[config.mk]
export PLATFORM = sky130hd
export DESIGN_NAME = pci_mst_seq
export DESIGN_NICKNAME = d
export VERILOG_FILES = /design/src/rtl/pci_mst_pkg.sv /design/src/rtl/pci_mst_dsel_timer.sv /design/src/rtl/pci_mst_beat_cnt.sv /design/src/rtl/pci_mst_seq.sv
export SDC_FILE = /design/constraint.sdc
export NUM_CORES = 1
export LEC_CHECK = 0
export BUFFER_PORTS_ARGS = -buffer_cell sky130_fd_sc_hd__buf_4
export CAP_MARGIN = 25
export CORE_ASPECT_RATIO = 1.4
export CORE_MARGIN = 5
export CORE_UTILIZATION = 35
export DETAILED_ROUTE_END_ITERATION = 8
export GPL_ROUTABILITY_DRIVEN = 0
export MAX_ROUTING_LAYER = met4
export PLACE_DENSITY = 0.71
export REMOVE_ABC_BUFFERS = 1
export SYNTH_ARGS = -nofsm -noshare
export SYNTH_HDL_FRONTEND = slang
export SYNTH_SLANG_ARGS = --single-unit
[constraint.sdc]
create_clock -name clk -period 2.5 [get_ports clk]
set_input_delay 0.375 -clock clk [delete_from_list [all_inputs] [get_ports clk]]
set_output_delay 0.375 -clock clk [all_outputs]
set_load 0.03 [all_outputs]
[src/rtl/pci_mst_pkg.sv]
package pci_mst_pkg;
  typedef enum logic [2:0] {
    ST_IDLE, ST_REQ, ST_ADDR, ST_DATA, ST_DRAIN, ST_TURN
  } mst_state_e;

  typedef enum logic [1:0] {
    STAT_OK     = 2'd0,
    STAT_RETRY  = 2'd1,
    STAT_MABORT = 2'd2
  } mst_status_e;

  function automatic logic cmd_is_write(input logic [3:0] cmd);
    return cmd[0];
  endfunction
endpackage

[src/rtl/pci_mst_dsel_timer.sv]
// Counts data-state samples with DEVSEL# high until a claim is seen.
module pci_mst_dsel_timer #(
  parameter int TMO = 8
) (
  input  logic clk,
  input  logic rst,
  input  logic run,
  input  logic devsel_n,
  output logic expired
);
  localparam int CW = $clog2(TMO + 1);

  logic [CW-1:0] miss_cnt;
  logic          claimed;

  always_ff @(posedge clk) begin
    if (rst || !run) begin
      miss_cnt <= '0;
      claimed  <= 1'b0;
    end else if (!devsel_n) begin
      claimed  <= 1'b1;
    end else if (!claimed) begin
      miss_cnt <= miss_cnt + 1'b1;
    end
  end

  assign expired = run && !claimed && devsel_n && (miss_cnt == CW'(TMO - 1));
endmodule

[src/rtl/pci_mst_beat_cnt.sv]
// Holds the burst length and counts completed data phases.
module pci_mst_beat_cnt #(
  parameter int LEN_W = 4
) (
  input  logic             clk,
  input  logic             rst,
  input  logic             load,
  input  logic [LEN_W-1:0] len_in,
  input  logic             adv,
  output logic [LEN_W-1:0] count,
  output logic             last,
  output logic             next_last
);
  logic [LEN_W-1:0] len_q;

  always_ff @(posedge clk) begin
    if (rst) begin
      len_q <= LEN_W'(1);
      count <= '0;
    end else if (load) begin
      len_q <= (len_in == '0) ? LEN_W'(1) : len_in;
      count <= '0;
    end else if (adv) begin
      count <= count + 1'b1;
    end
  end

  assign last      = ({1'b0, count} + 1'b1) == {1'b0, len_q};
  assign next_last = ({1'b0, count} + 2'd2) == {1'b0, len_q};
endmodule

[src/rtl/pci_mst_seq.sv]
module pci_mst_seq
  import pci_mst_pkg::*;
#(
  parameter int DW       = 32,
  parameter int LEN_W    = 4,
  parameter int DSEL_TMO = 8
) (
  input  logic             clk,
  input  logic             rst,
  input  logic             start,
  input  logic [DW-1:0]    start_addr,
  input  logic [3:0]       start_cmd,
  input  logic [3:0]       start_be_n,
  input  logic [LEN_W-1:0] start_len,
  input  logic [DW-1:0]    wdata,
  output logic [LEN_W-1:0] wr_idx,
  output logic             idle,
  output logic [DW-1:0]    rd_data,
  output logic             rd_valid,
  output logic             done,
  output logic [1:0]       done_status,
  output logic [LEN_W-1:0] beat_count,
  output logic             mabort_flag,
  input  logic             mabort_clr,
  output logic             req_n,
  input  logic             gnt_n,
  output logic             frame_n_o,
  output logic             frame_oe,
  output logic             irdy_n_o,
  output logic             irdy_oe,
  output logic [DW-1:0]    ad_o,
  output logic             ad_oe,
  output logic [3:0]       cbe_n_o,
  output logic             cbe_oe,
  input  logic [DW-1:0]    ad_i,
  input  logic             trdy_n,
  input  logic             devsel_n,
  input  logic             stop_n
);
  mst_state_e  st;
  mst_status_e term_q, term_code, end_code;
  logic [DW-1:0] addr_q;
  logic [3:0]    cmd_q, be_q;
  logic          is_wr;
  logic          accept, expired, retry, hit, good_hit, term_now, end_now;
  logic          last, next_last;

  assign accept   = (st == ST_IDLE) && start;
  assign retry    = (st == ST_DATA) && !stop_n && trdy_n;
  assign hit      = (st == ST_DATA) && !irdy_n_o && !trdy_n;
  assign good_hit = hit && !expired;

  pci_mst_dsel_timer #(.TMO(DSEL_TMO)) u_timer (
    .clk(clk), .rst(rst), .run(st == ST_DATA), .devsel_n(devsel_n),
    .expired(expired)
  );

  pci_mst_beat_cnt #(.LEN_W(LEN_W)) u_beats (
    .clk(clk), .rst(rst), .load(accept), .len_in(start_len), .adv(good_hit),
    .count(beat_count), .last(last), .next_last(next_last)
  );

  always_comb begin
    term_now  = 1'b0;
    term_code = STAT_OK;
    if (st == ST_DATA) begin
      if (expired) begin
        term_now  = 1'b1;
        term_code = STAT_MABORT;
      end else if (retry) begin
        term_now  = 1'b1;
        term_code = STAT_RETRY;
      end else if (hit && last) begin
        term_now  = 1'b1;
        term_code = STAT_OK;
      end
    end
    end_now  = (st == ST_DRAIN) || (term_now && frame_n_o);
    end_code = (st == ST_DRAIN) ? term_q : term_code;
  end

  assign idle = (st == ST_IDLE);

  always_ff @(posedge clk) begin
    if (rst) begin
      st          <= ST_IDLE;
      term_q      <= STAT_OK;
      addr_q      <= '0;
      cmd_q       <= '0;
      be_q        <= '0;
      is_wr       <= 1'b0;
      wr_idx      <= '0;
      rd_data     <= '0;
      rd_valid    <= 1'b0;
      done        <= 1'b0;
      done_status <= STAT_OK;
      mabort_flag <= 1'b0;
      req_n       <= 1'b1;
      frame_n_o   <= 1'b1;
      frame_oe    <= 1'b0;
      irdy_n_o    <= 1'b1;
      irdy_oe     <= 1'b0;
      ad_o        <= '0;
      ad_oe       <= 1'b0;
      cbe_n_o     <= '0;
      cbe_oe      <= 1'b0;
    end else begin
      rd_valid <= 1'b0;
      done     <= 1'b0;
      if (mabort_clr) mabort_flag <= 1'b0;

      case (st)
        ST_IDLE: if (start) begin
          addr_q <= start_addr;
          cmd_q  <= start_cmd;
          be_q   <= start_be_n;
          is_wr  <= cmd_is_write(start_cmd);
          wr_idx <= '0;
          req_n  <= 1'b0;
          st     <= ST_REQ;
        end
        ST_REQ: if (!gnt_n) begin
          req_n     <= 1'b1;
          frame_n_o <= 1'b0;
          frame_oe  <= 1'b1;
          irdy_n_o  <= 1'b1;
          irdy_oe   <= 1'b1;
          ad_o      <= addr_q;
          ad_oe     <= 1'b1;
          cbe_n_o   <= cmd_q;
          cbe_oe    <= 1'b1;
          st        <= ST_ADDR;
        end
        ST_ADDR: begin
          irdy_n_o  <= 1'b0;
          cbe_n_o   <= be_q;
          ad_oe     <= is_wr;
          ad_o      <= is_wr ? wdata : '0;
          wr_idx    <= LEN_W'(1);
          frame_n_o <= last;
          st        <= ST_DATA;
        end
        ST_DATA: begin
          if (good_hit) begin
            if (!is_wr) begin
              rd_data  <= ad_i;
              rd_valid <= 1'b1;
            end
            if (!last) begin
              if (is_wr) ad_o <= wdata;
              wr_idx <= wr_idx + 1'b1;
              if (next_last) frame_n_o <= 1'b1;
            end
          end
          if (term_now && !frame_n_o) begin
            frame_n_o <= 1'b1;
            term_q    <= term_code;
            st        <= ST_DRAIN;
          end
        end
        ST_TURN: st <= ST_IDLE;
        default: ;
      endcase

      if (end_now) begin
        st          <= ST_TURN;
        frame_n_o   <= 1'b1;
        frame_oe    <= 1'b0;
        irdy_n_o    <= 1'b1;
        irdy_oe     <= 1'b0;
        ad_oe       <= 1'b0;
        cbe_oe      <= 1'b0;
        done        <= 1'b1;
        done_status <= end_code;
        if (end_code == STAT_MABORT) mabort_flag <= 1'b1;
      end
    end
  end
endmodule

==> run_results.csv, run 1 <==
group,metric,value,unit
placed_design,place_hpwl,12300,µm
sta,setup_tns,0,ns
drt,drt-initial-drc-count,298,
worst_setup_path,worstSetupPathDepth,7,
global_routing,grt_pass1_vias,5454,
power_and_ir_drop,leakage,3.63,nW
power_and_ir_drop,power_switching,1.71,mW
yosys,ys_seq_area_frac,0.458,
worst_setup_path,worst-r2r-setup-slack,0.21,ns
sta,slew_violations,0,
die,rows,57,
worst_setup_path,cpMaxStageDelayCell,"dfxtp_1",
placed_design,place_inst,1108,
worst_hold_path,hold_path_end,"rd_data[0]",
die,die_area,20300,µm²
yosys,netlist.area_leader.share,0.458,
worst_hold_path,hold_start,"ad_i[0]",
worst_setup_path,r2r_cells,7,
power_and_ir_drop,ir_drop,0.379,mV
worst_setup_path,crit_start,"u_beats.count[0]",
global_routing,grt.total_usage,0.174,
clock_network,clk_latency,0.42,ns
power_and_ir_drop,p_int,4.72,mW
worst_setup_path,slowest_delay,0.36,ns
power_and_ir_drop,clockPowerShare,0.446,
sta,fin_crit,2.29,ns
sta,period_share,0.917,
status,status,"finished, final reports clean",
worst_setup_path,r2r_end,"ad_o[27]",
drt,drt_pass1_iterations,5,
die,die_y,166,µm
clock_network,root_buffer,"clkbuf_16",
die,die-width,122,µm
clock_network,cts_tree,"built",
clock_network,clk_pin_slew,0.06,ns
sta,worstMarginPinSlew,0.618,ns
cells_and_area,reg.largest.list,"ad_o x32, addr_q x32, rd_data x32",
yosys,synth_cell_types,54,
clock_network,numCtsBuffers,17,
cells_and_area,layout_common_cells,"214 x buf_4, 157 x nand2_1, 140 x dfxtp_1, 86 x a21oi_1, 52 x nor2_1",
cells_and_area,final_common_cell,"buf_4",
sta,skew,0.0105,ns
power_and_ir_drop,power_density,752,nW/µm²
cells_and_area,drive_gt1_frac,0.330,
die,core_area,17300,µm²
drt,m1WireLength,6840,µm
worst_setup_path,crit_path_cell_trace,"ha_1 > nor2b_1 > nor3_1 > o211ai_2 > a41oi_4 > buf_12 > mux2_2",
clock_network,h-tree-depth,4,
yosys,yosys.area.top_type,"dfxtp_1",
drt,drc,0,
sta,relSlewSlack,0.586,
drt,dr_wl_met2,9450,µm
global_routing,antenna_found_initial,0,
clock_network,clk_path_buf_depth,2,
cells_and_area,diodes,0,
worst_setup_path,worstSetupPathType,"reg -> reg",
drt,topRoutingLayerUsed,"met4",
yosys,post_synth.cell_area_avg,8.69,µm²
yosys,synth_edf_count,0,
placed_design,io_buffer_count,204,
sta,hold_violations,0,
cells_and_area,syn_to_final_growth,40.0,%
global_routing,grt_pass1_wl,27400,µm
drt,wirelength,17300,µm
yosys,synthArstFlopShare,0,
yosys,synth_warnings,0,
clock_network,ctsResizeCount,0,
job,cap_viol_max_count,0,
sta,rsz0062_at_grt,"no",
sta,max_freq,436,MHz
yosys,syn_inst,704,
clock_network,hold_buffers,0,
yosys,synth_seq_cells,140,
worst_setup_path,cp-start-kind,"flop",
worst_setup_path,path_buf_inv,1,
worst_setup_path,critPathArrivalTime,2.60,ns
drt,antenna_left,0,
cells_and_area,nets,1011,
clock_network,numClockSinks,140,
clock_network,cts_setup_buffers,0,
sta,setup_viol,0,
worst_hold_path,min_path_type,"in -> reg",
drt,routedWlPerCell,15.2,µm
worst_setup_path,required,2.81,ns
worst_setup_path,r2r-start,"u_beats.count[0]",
global_routing,overflow,0,
yosys,netlist_top_cells_area,"dfxtp_1 46%, nand2_1 9.6%, mux2_4 7.4%, a21oi_1 7.0%, a22oi_1 3.9%",
yosys,synth_ff_type,"dfxtp_1",
worst_setup_path,crit_family,"simple AND/OR/NAND/NOR gates",
die,ioPinCount,205,
drt,wl_met3,632,µm
worst_setup_path,worstPathMaxFanout,32,
power_and_ir_drop,seqPwrFrac,0.382,
yosys,syn_area,6120,µm²
drt,viasPerCell,4.84,
global_routing,grt_max_degree,91,
power_and_ir_drop,p_sw_frac,0.266,
worst_hold_path,hold_depth,3,
cells_and_area,fin_cells,1140,
drt,route.vias.total,5522,
die,initial_core_util,0.354,
power_and_ir_drop,share_comb_of_total_power,0.172,
worst_setup_path,end_kind,"flop",
## worst reg2reg max path: stages (launching register included)
cell and delay, ns:
dfxtp_1 0.36, ha_1 0.26, nor2b_1 0.14, nor3_1 0.34, o211ai_2 0.18, a41oi_4 0.23, buf_12 0.28, mux2_2 0.39
## metal layers
metal | global-route usage | up-vias
met4 | 0.0619 | 0
li1 | - | 2762
met2 | 0.311 | 129
met5 | - | -
met1 | 0.190 | 2609
met3 | 0.0329 | 22
## Yosys cell counts (4+ instances only)
library cell / instances
nor2b_1: 38
mux2i_1: 8
nor3_1: 11
mux2_4: 30
mux2_2: 4
xnor2_1: 5
a211oi_1: 5
a21oi_1: 86
inv_1: 6
clkbuf_1: 37
o21ai_0: 8
nand2_1: 157
nand2b_1: 8
xor2_1: 4
nor2_1: 54
buf_2: 5
a22oi_1: 32
dfxtp_1: 140
nand3_1: 7
ha_1: 4
## final cells by class
type	count	area [µm²]
multi-input combinational	507	3070
tap	236	295
timing repair buffer	219	1710
clock inverter	14	239
clock buffer	18	429
sequential	140	2800
inverter	6	22.5
fill	1653	8700
## through the flow
stage,power (mW),setup WS (ns),hold WS [ns],utilization,instance area (µm²)
2_1_floorplan,3.12,-0.438,0.430,-,5890
5_1_grt,6.72,0.0883,0.186,0.496,8560
6_report,6.44,0.208,0.197,0.496,8560
3_5_place_dp,3.63,0.212,0.447,0.457,7890
4_1_cts,6.52,0.215,0.175,0.496,8560
3_3_place_gp,3.61,0.256,0.442,0.457,7890
## logic make-up (layout without fill, tap and decap cells)
kind of cell / count (synthesis) / count (layout) / synth area share
buffers and inverters: 57 / 257 / 0.0415
AOI/OAI and AO/OA: 155 / 155 / 0.161
adders and majority gates: 4 / 4 / 0.00818
xor gates and xnor gates: 10 / 10 / 0.0168
muxes: 42 / 42 / 0.0941
DFF: 140 / 140 / 0.458
and+or+nand+nor: 296 / 296 / 0.220
## power groups by stage
| stage | clock, mW | combinational, mW | sequential, mW |
|---|---|---|---|
| 6_report | 2.87 | 1.11 | 2.46 |
| 3_3_place_gp | 0 | 1.10 | 2.50 |
| 5_1_grt | 3.04 | 1.20 | 2.47 |
| 2_1_floorplan | 0 | 0.524 | 2.60 |
| 3_5_place_dp | 0 | 1.12 | 2.51 |
| 4_1_cts | 2.94 | 1.12 | 2.46 |
## worst max-delay path by stage
stage,to,slack (ns)
final,ad_o[27],0.21
after global routing,ad_o[28],0.09
after CTS,ad_o[27],0.21
after detailed placement,ad_o[27],0.21
after global placement,ad_o[27],0.26
after floorplan,ad_o[27],-0.44
Power figures use the tool's default switching activity.
==> inputs of run 2 (changes only) <==
--- a/config.mk
+++ b/config.mk
@@ -5,11 +5,13 @@
 export SDC_FILE = /design/constraint.sdc
 export NUM_CORES = 1
 export LEC_CHECK = 0
+export ABC_AREA = 1
 export BUFFER_PORTS_ARGS = -buffer_cell sky130_fd_sc_hd__buf_4
 export CAP_MARGIN = 25
 export CORE_ASPECT_RATIO = 1.4
 export CORE_MARGIN = 5
 export CORE_UTILIZATION = 35
+export CTS_CLUSTER_SIZE = 12
 export DETAILED_ROUTE_END_ITERATION = 8
 export GPL_ROUTABILITY_DRIVEN = 0
 export MAX_ROUTING_LAYER = met4
==> run 2 against run 1 <==
Net effect: setup slack gained 0.086 ns; clock-buffer cell count grew 2; synthesized cell count grew 12%; via count grew 5.3%; non-clock buffer count is the same; die area shrank 4.0%; critical endpoint is now ad_o[13].
==> run_results.csv, run 2 <==
group,metric,value,unit
status,status,"finished, final reports clean",
clock_network,ctsResizeCount,0,
yosys,synth_common_cells,"140 x dfxtp_1, 128 x inv_1, 125 x nand2_1",
sta,worstMarginPinSlew,0.631,ns
power_and_ir_drop,power_density,1050,nW/µm²
sta,hold_violations,0,
cells_and_area,fin_area,8190,µm²
sta,rsz0062_at_grt,"no",
worst_setup_path,end_kind,"flop",
sta,fin_crit,2.21,ns
cells_and_area,syn_to_final_growth,39.8,%
worst_setup_path,critPathArrivalTime,2.51,ns
power_and_ir_drop,p_int,5.40,mW
drt,drt-initial-drc-count,231,
clock_network,hold_buffers,0,
power_and_ir_drop,seqPwrFrac,0.339,
power_and_ir_drop,power_switching,3.20,mW
placed_design,io_buffer_count,204,
power_and_ir_drop,p_sw_frac,0.372,
global_routing,grt.total_usage,0.176,
placed_design,placed_area,7580,µm²
die,core_area,16600,µm²
clock_network,cts_tree,"built",
global_routing,antenna_found_initial,0,
cells_and_area,final_common_cell,"buf_4",
yosys,synth_cell_types,31,
worst_setup_path,worstPathMaxFanout,13,
sta,relSlewSlack,0.579,
yosys,yosys.area.top_type,"dfxtp_1",
yosys,netlist.area_leader.share,0.479,
global_routing,grt_max_degree,48,
worst_setup_path,cp-start-kind,"flop",
global_routing,grt_pass1_vias,5603,
yosys,synthArstFlopShare,0,
clock_network,cts_setup_buffers,0,
yosys,yosysMostFrequentCell,"dfxtp_1",
drt,route.vias.total,5814,
yosys,synth_seq_cells,140,
drt,antenna_left,0,
yosys,synth_ff_type,"dfxtp_1",
die,die_y,163,µm
drt,routedWlPerCell,14.4,µm
clock_network,root_buffer,"clkbuf_16",
cells_and_area,fin_util,0.493,
die,die-width,119,µm
yosys,post_synth.cell_area_avg,7.40,µm²
cells_and_area,reg.largest.list,"ad_o x32, addr_q x32, rd_data x32",
drt,viasPerCell,4.85,
cells_and_area,fillCellCount,1663,
sta,period_share,0.882,
die,die_area,19500,µm²
yosys,netlist_top_cells_area,"dfxtp_1 48%, a21oi_1 10%, inv_1 8.2%, nand2_1 8.0%, nand3_1 4.0%",
worst_setup_path,required,2.80,ns
clock_network,numCtsBuffers,17,
drt,drc,0,
sta,setup_viol,0,
clock_network,h-tree-depth,4,
placed_design,place_hpwl,12100,µm
sta,skew,0.00997,ns
global_routing,grt_pass1_wl,27000,µm
yosys,ys_seq_area_frac,0.479,
job,cap_viol_max_count,0,
clock_network,clk_path_buf_depth,2,
cells_and_area,drive_gt1_frac,0.269,
global_routing,overflow,0,
sta,max_freq,453,MHz
yosys,synth_warnings,0,
drt,wirelength,17200,µm
worst_setup_path,cpMaxStageDelayCell,"dfxtp_1",
cells_and_area,nets,1104,
die,rows,56,
power_and_ir_drop,leakage,3.72,nW
cells_and_area,layout_common_cells,"216 x buf_4, 139 x dfxtp_1, 127 x inv_1, 124 x nand2_1, 118 x a21oi_1",
worst_setup_path,slowest_delay,0.44,ns
power_and_ir_drop,share_comb_of_total_power,0.364,
power_and_ir_drop,clockPowerShare,0.297,
yosys,syn_area,5860,µm²
sta,slew_violations,0,
cells_and_area,regArea,2800,µm²
sta,whs,0.174,ns
yosys,synth_edf_count,0,
yosys,syn_inst,791,
cells_and_area,multi_input_area,2340,µm²
die,ioPinCount,205,
clock_network,clk_latency,0.41,ns
drt,drt_pass1_iterations,4,
power_and_ir_drop,ir_drop,0.453,mV
sta,setup_tns,0,ns
die,initial_core_util,0.353,
worst_setup_path,crit_path_cell_trace,"nand2_1 > inv_2 > nand2_4 > nor3_2 > nand2_4 > nand2_2 > nand2_1 > nor2_2 > o21ai_4 > buf_4 > o21ai_1 > a21oi_1",
clock_network,clk_pin_slew,0.06,ns
clock_network,numClockSinks,140,
worst_setup_path,worstSetupPathType,"reg -> reg",
cells_and_area,diodes,0,
worst_hold_path,min_path_type,"in -> reg",
-- run 2: final timing paths --
kind / end / slack, ns / depth (start not counted) / start
worst max-delay path: ad_o[13] / 0.29 / 12 / st[1]
worst min-delay path: mabort_flag / 0.17 / 2 / mabort_clr
worst max register to register: ad_o[13] / 0.29 / 12 / st[1]
worst min register to register: ad_o[28] / 0.44 / 2 / ad_o[28]
-- run 2: critical path: cells and delay by family (launching register included) --
kind            cells  cell delay, ns
flops               1            0.44
simple gates        7            0.96
buf+inv             2            0.30
compound gates      3            0.39
-- run 2: power by group through the flow --
stage / logic, mW / registers (mW) / clock network, mW
3_5_place_dp: 3.10 / 2.96 / 0
5_1_grt: 3.45 / 2.97 / 2.74
3_3_place_gp: 3.05 / 2.95 / 0
4_1_cts: 3.11 / 2.92 / 2.61
6_report: 3.14 / 2.92 / 2.56
2_1_floorplan: 1.50 / 3.35 / 0
-- run 2: final cells by class --
type	count	share of cell area
Clock buffer	20	0.0558
Clock inverter	11	0.0176
Inverter	135	0.0619
Multi-Input combinational cell	471	0.286
Sequential cell	140	0.342
Tap cell	203	0.0310
Timing Repair Buffer	219	0.205
-- run 2: metrics by stage --
stage / instances / total power [mW] / worst slack, ns
global placement: 1167 / 6.00 / 0.263
floorplan: 745 / 4.84 / -0.285
global route: 1199 / 9.15 / 0.0137
CTS: 1198 / 8.64 / 0.242
detailed placement: 1167 / 6.06 / 0.199
finish: 1199 / 8.61 / 0.295
-- run 2: routing by layer --
metal	global-route usage	routed length, µm
met2	0.300	8860
met1	0.193	6880
met4	0.0834	475
met5	-	0
met3	0.0419	1030
-- run 2: cells by family after synthesis --
| logic type | synth area share |
|---|---|
| AOI/OAI and AO/OA | 0.225 |
| and+or+nand+nor | 0.156 |
| buffers and inverters | 0.125 |
| DFF | 0.479 |
| xor gates and xnor gates | 0.00748 |
| adders and majority gates | 0.00855 |
